<file path="src/rtl/ocp_pkg.sv">
package ocp_pkg;
  localparam int NSEG = 6;
  localparam int SEGW = 3;
  localparam logic [SEGW-1:0] SEG_STEADY = SEGW'(NSEG);

  typedef enum logic [1:0] {
    SS_LO2 = 2'b00,
    SS_LO3 = 2'b01,
    SS_LO4 = 2'b10,
    SS_LO1 = 2'b11
  } ss_sel_e;

  function automatic int unsigned max_u(input int unsigned a, input int unsigned b);
    return (a > b) ? a : b;
  endfunction
endpackage

</file>
<file path="src/rtl/ocp_seg_timer.sv">
module ocp_seg_timer
  import ocp_pkg::*;
#(
  parameter int unsigned DUR0 = 6300,
  parameter int unsigned DUR1 = 2320,
  parameter int unsigned DUR2 = 3000,
  parameter int unsigned DUR3 = 4120,
  parameter int unsigned DUR4 = 6560,
  parameter int unsigned DUR5 = 14000
) (
  input  logic            clk,
  input  logic            rst_n,
  input  logic            on_cmd,
  input  logic            fixed_mode,
  input  logic [1:0]      inrush_sel,
  input  logic [SEGW-1:0] start_seg,
  output logic            active,
  output logic [SEGW-1:0] seg
);
  localparam int unsigned BASE [NSEG] = '{DUR0, DUR1, DUR2, DUR3, DUR4, DUR5};
  localparam int unsigned MAXD = max_u(max_u(max_u(DUR0, DUR1), max_u(DUR2, DUR3)),
                                       max_u(DUR4, DUR5));
  localparam int TW = $clog2(MAXD * 8 + 1);

  logic [TW-1:0]   tcnt, tcnt_n, dur_sel;
  logic [SEGW-1:0] seg_n;
  logic            active_n;

  // length of the segment now running; inrush segments are scaled
  always_comb begin
    dur_sel = '0;
    for (int k = 0; k < NSEG; k++) begin
      if (seg == SEGW'(k)) begin
        if (k < 2) dur_sel = TW'(BASE[k]) << inrush_sel;
        else       dur_sel = TW'(BASE[k]);
      end
    end
  end

  always_comb begin
    active_n = on_cmd;
    seg_n    = seg;
    tcnt_n   = tcnt;
    if (on_cmd && !active) begin
      seg_n  = fixed_mode ? SEG_STEADY : start_seg;
      tcnt_n = '0;
    end else if (on_cmd && active && (seg != SEG_STEADY)) begin
      if (tcnt == dur_sel - TW'(1)) begin
        seg_n  = seg + SEGW'(1);
        tcnt_n = '0;
      end else begin
        tcnt_n = tcnt + TW'(1);
      end
    end
  end

  always_ff @(posedge clk or negedge rst_n) begin
    if (!rst_n) begin
      active <= 1'b0;
      seg    <= '0;
      tcnt   <= '0;
    end else begin
      active <= active_n;
      seg    <= seg_n;
      tcnt   <= tcnt_n;
    end
  end

  // while running, the segment only holds or moves one step forward
  p_seg_step_r3: assert property (@(posedge clk) disable iff (!rst_n)
    (active && on_cmd) |=> ((seg == $past(seg)) || (seg == $past(seg) + SEGW'(1))));
  // never beyond steady state
  p_seg_range_r3: assert property (@(posedge clk) disable iff (!rst_n)
    seg <= SEG_STEADY);
endmodule

</file>
<file path="src/rtl/ocp_cool_tracker.sv">
module ocp_cool_tracker
  import ocp_pkg::*;
#(
  parameter int unsigned COOL_BASE = 50000
) (
  input  logic            clk,
  input  logic            rst_n,
  input  logic            active,
  input  logic [SEGW-1:0] seg,
  input  logic [1:0]      cool_sel,
  output logic [SEGW-1:0] warmth
);
  localparam int PW = $clog2(COOL_BASE * 8 + 1);

  logic [PW-1:0]   pcnt, pcnt_n, unit;
  logic [SEGW-1:0] warm_n;

  assign unit = PW'(COOL_BASE) << cool_sel;

  always_comb begin
    warm_n = warmth;
    pcnt_n = pcnt;
    if (active) begin
      warm_n = seg;
      pcnt_n = '0;
    end else if (pcnt == unit - PW'(1)) begin
      pcnt_n = '0;
      if (warmth != '0) warm_n = warmth - SEGW'(1);
    end else begin
      pcnt_n = pcnt + PW'(1);
    end
  end

  always_ff @(posedge clk or negedge rst_n) begin
    if (!rst_n) begin
      warmth <= '0;
      pcnt   <= '0;
    end else begin
      warmth <= warm_n;
      pcnt   <= pcnt_n;
    end
  end

  // an idle channel only cools, it never warms up
  p_cool_monotone_r8: assert property (@(posedge clk) disable iff (!rst_n)
    !active |=> (warmth <= $past(warmth)));
endmodule

</file>
<file path="src/rtl/ocp_level_map.sv">
module ocp_level_map
  import ocp_pkg::*;
#(
  parameter int CW = 8,
  parameter int unsigned LVL_H1  = 250,
  parameter int unsigned LVL_H2  = 200,
  parameter int unsigned LVL_C1  = 160,
  parameter int unsigned LVL_C2  = 130,
  parameter int unsigned LVL_C3  = 110,
  parameter int unsigned LVL_C4  = 95,
  parameter int unsigned LVL_LO1 = 80,
  parameter int unsigned LVL_LO2 = 60,
  parameter int unsigned LVL_LO3 = 45,
  parameter int unsigned LVL_LO4 = 30
) (
  input  logic            active,
  input  logic [SEGW-1:0] seg,
  input  logic            xen_shape,
  input  logic            hi_inrush,
  input  logic [1:0]      ss_sel,
  output logic [CW-1:0]   thr
);
  logic [CW-1:0] steady, lvl;

  always_comb begin
    case (ss_sel_e'(ss_sel))
      SS_LO3:  steady = CW'(LVL_LO3);
      SS_LO4:  steady = CW'(LVL_LO4);
      SS_LO1:  steady = CW'(LVL_LO1);
      default: steady = CW'(LVL_LO2);
    endcase
  end

  always_comb begin
    case (seg)
      3'd0:    lvl = CW'(LVL_H1);
      3'd1:    lvl = hi_inrush ? CW'(LVL_H1) : CW'(LVL_H2);
      3'd2:    lvl = CW'(LVL_C1);
      3'd3:    lvl = CW'(LVL_C2);
      3'd4:    lvl = xen_shape ? CW'(LVL_C3) : CW'(LVL_C2);
      3'd5:    lvl = xen_shape ? CW'(LVL_C4) : CW'(LVL_C2);
      default: lvl = steady;
    endcase
    thr = active ? lvl : '0;
  end
endmodule

</file>
<file path="src/rtl/ocp_trip_filter.sv">
module ocp_trip_filter #(
  parameter int CW       = 8,
  parameter int TRIP_RUN = 4
) (
  input  logic          clk,
  input  logic          rst_n,
  input  logic          on_cmd,
  input  logic          active,
  input  logic          sample_valid,
  input  logic [CW-1:0] cur_code,
  input  logic [CW-1:0] thr,
  output logic          trip
);
  localparam int RW = $clog2(TRIP_RUN + 1);

  logic [RW-1:0] run, run_n;
  logic          trip_n;

  always_comb begin
    run_n  = run;
    trip_n = trip;
    if (!on_cmd || !active) begin
      run_n  = '0;
      trip_n = 1'b0;
    end else if (sample_valid) begin
      if (cur_code > thr) begin
        if (run == RW'(TRIP_RUN - 1)) trip_n = 1'b1;
        else                          run_n  = run + RW'(1);
      end else begin
        run_n = '0;
      end
    end
  end

  always_ff @(posedge clk or negedge rst_n) begin
    if (!rst_n) begin
      run  <= '0;
      trip <= 1'b0;
    end else begin
      run  <= run_n;
      trip <= trip_n;
    end
  end

  // held while commanded on, dropped once the command goes low
  p_trip_hold_r11: assert property (@(posedge clk) disable iff (!rst_n)
    (trip && on_cmd && active) |=> trip);
  p_trip_clear_r11: assert property (@(posedge clk) disable iff (!rst_n)
    !on_cmd |=> !trip);
endmodule

</file>
<file path="src/rtl/ocp_inrush_seq.sv">
module ocp_inrush_seq
  import ocp_pkg::*;
#(
  parameter int CUR_W = 8,
  parameter int unsigned DUR0 = 6300,
  parameter int unsigned DUR1 = 2320,
  parameter int unsigned DUR2 = 3000,
  parameter int unsigned DUR3 = 4120,
  parameter int unsigned DUR4 = 6560,
  parameter int unsigned DUR5 = 14000,
  parameter int unsigned COOL_BASE = 50000,
  parameter int TRIP_RUN = 4,
  parameter int unsigned LVL_H1  = 250,
  parameter int unsigned LVL_H2  = 200,
  parameter int unsigned LVL_C1  = 160,
  parameter int unsigned LVL_C2  = 130,
  parameter int unsigned LVL_C3  = 110,
  parameter int unsigned LVL_C4  = 95,
  parameter int unsigned LVL_LO1 = 80,
  parameter int unsigned LVL_LO2 = 60,
  parameter int unsigned LVL_LO3 = 45,
  parameter int unsigned LVL_LO4 = 30
) (
  input  logic             clk,
  input  logic             rst_n,
  input  logic             on_cmd,
  input  logic             sample_valid,
  input  logic [CUR_W-1:0] cur_code,
  input  logic             xen_shape,
  input  logic             hi_inrush,
  input  logic [1:0]       ss_sel,
  input  logic [1:0]       cool_sel,
  input  logic [1:0]       inrush_sel,
  input  logic             fixed_mode,
  output logic [CUR_W-1:0] thr_code,
  output logic [2:0]       prof_seg,
  output logic             oc_trip
);
  logic [1:0]      rst_pipe;
  logic            rst_int;
  logic            active;
  logic [SEGW-1:0] seg, warmth;

  always_ff @(posedge clk or negedge rst_n) begin
    if (!rst_n) rst_pipe <= '0;
    else        rst_pipe <= {rst_pipe[0], 1'b1};
  end
  assign rst_int = rst_pipe[1];

  ocp_seg_timer #(
    .DUR0(DUR0), .DUR1(DUR1), .DUR2(DUR2), .DUR3(DUR3), .DUR4(DUR4), .DUR5(DUR5)
  ) u_timer (
    .clk(clk), .rst_n(rst_int), .on_cmd(on_cmd), .fixed_mode(fixed_mode),
    .inrush_sel(inrush_sel), .start_seg(warmth), .active(active), .seg(seg)
  );

  ocp_cool_tracker #(.COOL_BASE(COOL_BASE)) u_cool (
    .clk(clk), .rst_n(rst_int), .active(active), .seg(seg),
    .cool_sel(cool_sel), .warmth(warmth)
  );

  ocp_level_map #(
    .CW(CUR_W), .LVL_H1(LVL_H1), .LVL_H2(LVL_H2), .LVL_C1(LVL_C1), .LVL_C2(LVL_C2),
    .LVL_C3(LVL_C3), .LVL_C4(LVL_C4), .LVL_LO1(LVL_LO1), .LVL_LO2(LVL_LO2),
    .LVL_LO3(LVL_LO3), .LVL_LO4(LVL_LO4)
  ) u_map (
    .active(active), .seg(seg), .xen_shape(xen_shape), .hi_inrush(hi_inrush),
    .ss_sel(ss_sel), .thr(thr_code)
  );

  ocp_trip_filter #(.CW(CUR_W), .TRIP_RUN(TRIP_RUN)) u_trip (
    .clk(clk), .rst_n(rst_int), .on_cmd(on_cmd), .active(active),
    .sample_valid(sample_valid), .cur_code(cur_code), .thr(thr_code), .trip(oc_trip)
  );

  assign prof_seg = seg;

  // a low command yields a zero limit on the next cycle
  p_thr_off_r2: assert property (@(posedge clk) disable iff (!rst_int)
    !on_cmd |=> (thr_code == '0));
  // fixed mode switches on directly into steady state
  p_fixed_start_r9: assert property (@(posedge clk) disable iff (!rst_int)
    (on_cmd && !active && fixed_mode) |=> (prof_seg == SEG_STEADY));
endmodule

</file>
<file path="config.mk">
export PLATFORM = sky130hd
export DESIGN_NAME = ocp_inrush_seq
export DESIGN_NICKNAME = d
export VERILOG_FILES = /design/src/rtl/ocp_pkg.sv /design/src/rtl/ocp_seg_timer.sv /design/src/rtl/ocp_cool_tracker.sv /design/src/rtl/ocp_level_map.sv /design/src/rtl/ocp_trip_filter.sv /design/src/rtl/ocp_inrush_seq.sv
export SDC_FILE = /design/constraint.sdc
export NUM_CORES = 1
export LEC_CHECK = 0
export BUFFER_PORTS_ARGS = -buffer_cell sky130_fd_sc_hd__buf_2
export CAP_MARGIN = 20
export CELL_PAD_IN_SITES_DETAIL_PLACEMENT = 0
export CELL_PAD_IN_SITES_GLOBAL_PLACEMENT = 1
export CORE_MARGIN = 4
export CORE_UTILIZATION = 35
export CTS_CLUSTER_DIAMETER = 60
export DETAILED_ROUTE_END_ITERATION = 10
export GPL_ROUTABILITY_DRIVEN = 0
export GPL_TIMING_DRIVEN = 0
export PLACE_DENSITY = 0.61
export RECOVER_POWER = 100
export SKIP_LAST_GASP = 1
export SLEW_MARGIN = 20
export SYNTH_ARGS = -nofsm -noshare
export SYNTH_HDL_FRONTEND = slang
export SYNTH_SLANG_ARGS = --single-unit
</file>
<file path="constraint.sdc">
create_clock -name clk -period 6.61 [get_ports clk]
set_input_delay 1.322 -clock clk [delete_from_list [all_inputs] [get_ports clk]]
set_output_delay 1.322 -clock clk [all_outputs]
set_load 0.005 [all_outputs]
</file>
==> summary.md <==
| Metric | Value |
|---|---|
| Violation count after the first detailed-routing iteration | `295` |
| Total setup violations reported at the end of the flow | `0` |
| Total detailed-routing wirelength | `about 11000 um` |
| Final nets | `approximately 590` |
| Floorplan Core Area | `about 12000 um2` |
| Post-cts repair resize count | `0` |
| Post-Route Utilization | `approximately two fifths` |
| Sequential-to-total area share from yosys stat | `29.4%` |
| Capturing element type of the critical path | `flop` |
| Peak Freq | `187 MHz` |
| DPL Wire Length | `8480 um` |
| Number of hold buffers added after CTS | `0` |
| Worst r2r src | `u_timer.seg[1]` |
| Setup total negative slack | `0 ps` |
| Failing checks | `max-capacitance violations, max-slew violations` |
| Final count of pins violating max slew | `30` |
| Vertical die dimension | `around 120 um` |
| Relative max-transition margin | `-10.3%` |
| Global-route congestion overflow total | `0` |
| Drt via density | `5.50` |
| Number of endpoints with negative hold slack in the final report | `0` |
| Rows | `39` |
| Area Overhead vs Synth | `12.3%` |
| Commonest cells after routing, fill and taps aside | `sky130_fd_sc_hd__dfrtp_1 (49), sky130_fd_sc_hd__nor2_1 (48), sky130_fd_sc_hd__nand3_1 (33)` |
| Number of I/O port buffers | `32` |
| Worst endpoint required time | `6790 ps` |
| First-pass GRT wire length | `roughly 19000 um` |
| Fraction of registers with async set/reset | `100%` |
| I/O pin count | `33` |
| Master cell of the clock root buffer | `sky130_fd_sc_hd__clkbuf_16` |
| Maximum fanout along the worst path | `10` |
| Share of the clock period used by the worst path | `81.0%` |
| Most common cell after layout, fill and taps aside | `sky130_fd_sc_hd__dfrtp_1` |
| Routed Antenna Nets | `0` |
| Detailed-route wire length per cell | `16.3 um` |
| Share of layout cells above drive strength 1 | `under 10%` |
| Post-synthesis average cell area | `about 8.4 um2` |
| Min-Delay Path Class | `reg2async` |
| Crit path arrival time | `around 5500 ps` |
| Post-synth top flop | `sky130_fd_sc_hd__dfrtp_1` |
| CTS Buffer Depth | `2` |
| First element of the critical path | `u_timer.seg[1]` |
| Period minus WS final | `5360 ps` |
| RSZ-0062 raised after global routing | `no` |
| Total chip power | `1.53 mW` |
| Actual slew at the worst max-slew pin | `roughly 1700 ps` |
| # Max-Cap Violations | `1` |
| PD cells | `around 330 nW/um2` |
| Number of CTS-inserted buffers | `5` |
| Die boundary width | `~120 um` |
| Number of distinct standard cells referenced by the synthesized netlist | `71` |
| Number of detailed-routing iterations run before antenna repair | `4` |
| Clock edge transition at the registers on the reported setup and hold paths | `roughly 70 ps` |
| Worst vdd rail ir drop | `roughly 0.14 mV` |
| Combined global-route utilization of all metal layers | `between 10% and 20%` |
| Static leakage | `between 2 and 2.5 nW` |
| Total via count after detailed routing | `3736` |
| Reg2Reg Setup Slack | `approximately 1300 ps` |
| Via count of the first global-routing pass | `between 3000 and 4000` |
| Skew final | `5.07 ps` |
| Synthesized flop and latch total | `just under 50` |
| Area of the mapped netlist | `~4200 um2` |
| TritonCTS clock tree | `built` |
| Count of mapped cells out of synthesis | `495` |
| Count of flip-flops with a built-in enable after synthesis | `0` |
| Number of levels the H-tree was split into | `2` |
| Critical path start-end classification | `reg2reg` |
| Clock latency of the later-clocked register in the worst-skew pair | `approximately 300 ps` |
| Syn. warnings | `0` |
| Maximum number of pins on one net before global-route repair | `30` |
| Sinks on the clock net | `49` |
| Worst setup SP type | `flop` |
| Count of unresolved DRC violations after routing | `0` |
| Effective utilization at floorplan | `about 36%` |
| Initial antenna violation count | `0` |
| Outcome | `finished, violations left` |
| Synth Net Count | `~550` |
| Diode insertion count for antenna repair | `0` |
| Post-CTS Setup Inserts | `0` |
| Die Area | `approximately 14000 um2` |
-- synthesized netlist by cell type (3+ instances only) --
| cell type | count | area share [%] |
|---|---|---|
| sky130_fd_sc_hd__xor2_1 | 28 | 5.9 |
| sky130_fd_sc_hd__inv_1 | 30 | 2.7 |
| sky130_fd_sc_hd__a22o_1 | 4 | 0.84 |
| sky130_fd_sc_hd__a2bb2oi_1 | 3 | 0.63 |
| sky130_fd_sc_hd__o21ai_0 | 13 | 1.6 |
| sky130_fd_sc_hd__o21ai_1 | 3 | 0.36 |
| sky130_fd_sc_hd__a22oi_1 | 3 | 0.54 |
| sky130_fd_sc_hd__nand3b_1 | 5 | 0.90 |
| sky130_fd_sc_hd__nor4_1 | 3 | 0.45 |
| sky130_fd_sc_hd__buf_2 | 6 | 0.72 |
| sky130_fd_sc_hd__a311oi_1 | 9 | 1.9 |
| sky130_fd_sc_hd__o211a_1 | 5 | 1.2 |
| sky130_fd_sc_hd__a32o_1 | 3 | 0.72 |
| sky130_fd_sc_hd__xnor2_1 | 23 | 4.8 |
| sky130_fd_sc_hd__and4_1 | 3 | 0.63 |
| sky130_fd_sc_hd__nor4b_1 | 5 | 1.0 |
| sky130_fd_sc_hd__and2_1 | 3 | 0.45 |
| sky130_fd_sc_hd__o211ai_1 | 5 | 0.90 |
| sky130_fd_sc_hd__a21oi_1 | 20 | 2.4 |
| sky130_fd_sc_hd__a21o_1 | 5 | 0.90 |
| sky130_fd_sc_hd__nand2b_1 | 7 | 1.0 |
| sky130_fd_sc_hd__nand3_1 | 33 | 4.0 |
| sky130_fd_sc_hd__mux2i_1 | 3 | 0.72 |
| sky130_fd_sc_hd__o21a_1 | 5 | 0.90 |
| sky130_fd_sc_hd__dfrtp_1 | 49 | 29 |
| sky130_fd_sc_hd__and3_1 | 10 | 1.5 |
| sky130_fd_sc_hd__nor2b_1 | 9 | 1.3 |
| sky130_fd_sc_hd__nand2_1 | 32 | 2.9 |
| sky130_fd_sc_hd__nor2_1 | 48 | 4.3 |
| sky130_fd_sc_hd__nor3_1 | 14 | 1.7 |
| sky130_fd_sc_hd__ha_1 | 32 | 9.6 |
| sky130_fd_sc_hd__nand4_1 | 13 | 1.9 |
| sky130_fd_sc_hd__clkbuf_1 | 12 | 1.1 |
-- flip-flops by register name, summed over array words and instances, names as in the netlist --
register	cells
u_trip.trip	1
u_timer.active	1
u_timer.tcnt	17
u_cool.warmth	3
u_trip.run	3
rst_pipe	2
u_timer.seg	3
u_cool.pcnt	19
-- cell type report --
cell class,instances,area (um2)
clock buffers,5,125
fillers,1247,6880
clock inverters,3,68.8
multi-input cells,392,2720
inverters,30,113
plain buffers,24,109
flip-flops and latches,49,1230
well taps,143,179
repair buffers,33,154
-- final timing paths --
check                                    to  depth (start not counted)
setup / recovery           u_timer.tcnt[14]                         14
hold / removal              u_timer.tcnt[2]                          0
setup reg to reg           u_timer.tcnt[14]                         14
hold reg to reg             u_timer.tcnt[2]                          0
max in group asynchronous   u_cool.pcnt[15]                          1
min in group clk                rst_pipe[1]                          0
-- report_power, final --
part / total (mW) / switching [mW] / internal [mW]
clock network: 0.337 / 0.118 / 0.218
registers: 0.363 / 0.0384 / 0.324
logic: 0.830 / 0.502 / 0.328
total: 1.53 / 0.659 / 0.871
-- metrics by stage --
step | instances | worst slack [ps] | instance area, um2 | hold WS [ps]
after floorplan | 495 | 2400 | 4180 | 331
after global placement | 670 | 1490 | 4520 | 339
after detailed placement | 671 | 1430 | 4540 | 236
after CTS | 679 | 1720 | 4730 | 240
after global routing | 679 | 751 | 4690 | 369
final | 679 | 1250 | 4690 | 325
-- logic make-up (layout without fill, tap and decap cells) --
group / after synthesis / after routing / share of synthesized area (%)
buffers and inverters: 54 / 95 / 5.42
AND/OR/NAND/NOR: 200 / 200 / 25.3
AO/OA/AOI/OAI: 104 / 104 / 18.5
adder cells (fa/ha/maj): 32 / 32 / 9.59
other: 1 / 1 / 0.0898
flip-flops: 49 / 49 / 29.4
XOR/XNOR: 51 / 51 / 10.7
multiplexers: 4 / 4 / 1.08
-- critical path: stages (launching register included) --
cell and delay [ps]:
sky130_fd_sc_hd__dfrtp_1 480, sky130_fd_sc_hd__inv_1 120, sky130_fd_sc_hd__ha_1 160, sky130_fd_sc_hd__clkbuf_1 350, sky130_fd_sc_hd__clkbuf_1 380, sky130_fd_sc_hd__o21ai_1 140, sky130_fd_sc_hd__a221oi_2 340, sky130_fd_sc_hd__ha_1 300
sky130_fd_sc_hd__nor4b_1 900, sky130_fd_sc_hd__nand4b_1 190, sky130_fd_sc_hd__o211ai_1 170, sky130_fd_sc_hd__o2111ai_1 160, sky130_fd_sc_hd__nor4b_2 980, sky130_fd_sc_hd__nand2_2 280, sky130_fd_sc_hd__o211a_1 280
-- routing by layer --
metal | share of wire [%] | global-route usage [%] | vias up | routed length (um)
met4 | 1.2 | 4.20 | 0 | 131
met1 | 50 | 23.9 | 1806 | 5560
met2 | 45 | 27.0 | 65 | 4950
met5 | 0 | 0 | - | 0
li1 | - | - | 1856 | -
met3 | 4.1 | 2.47 | 9 | 453
(Power assumes the default switching activity.)
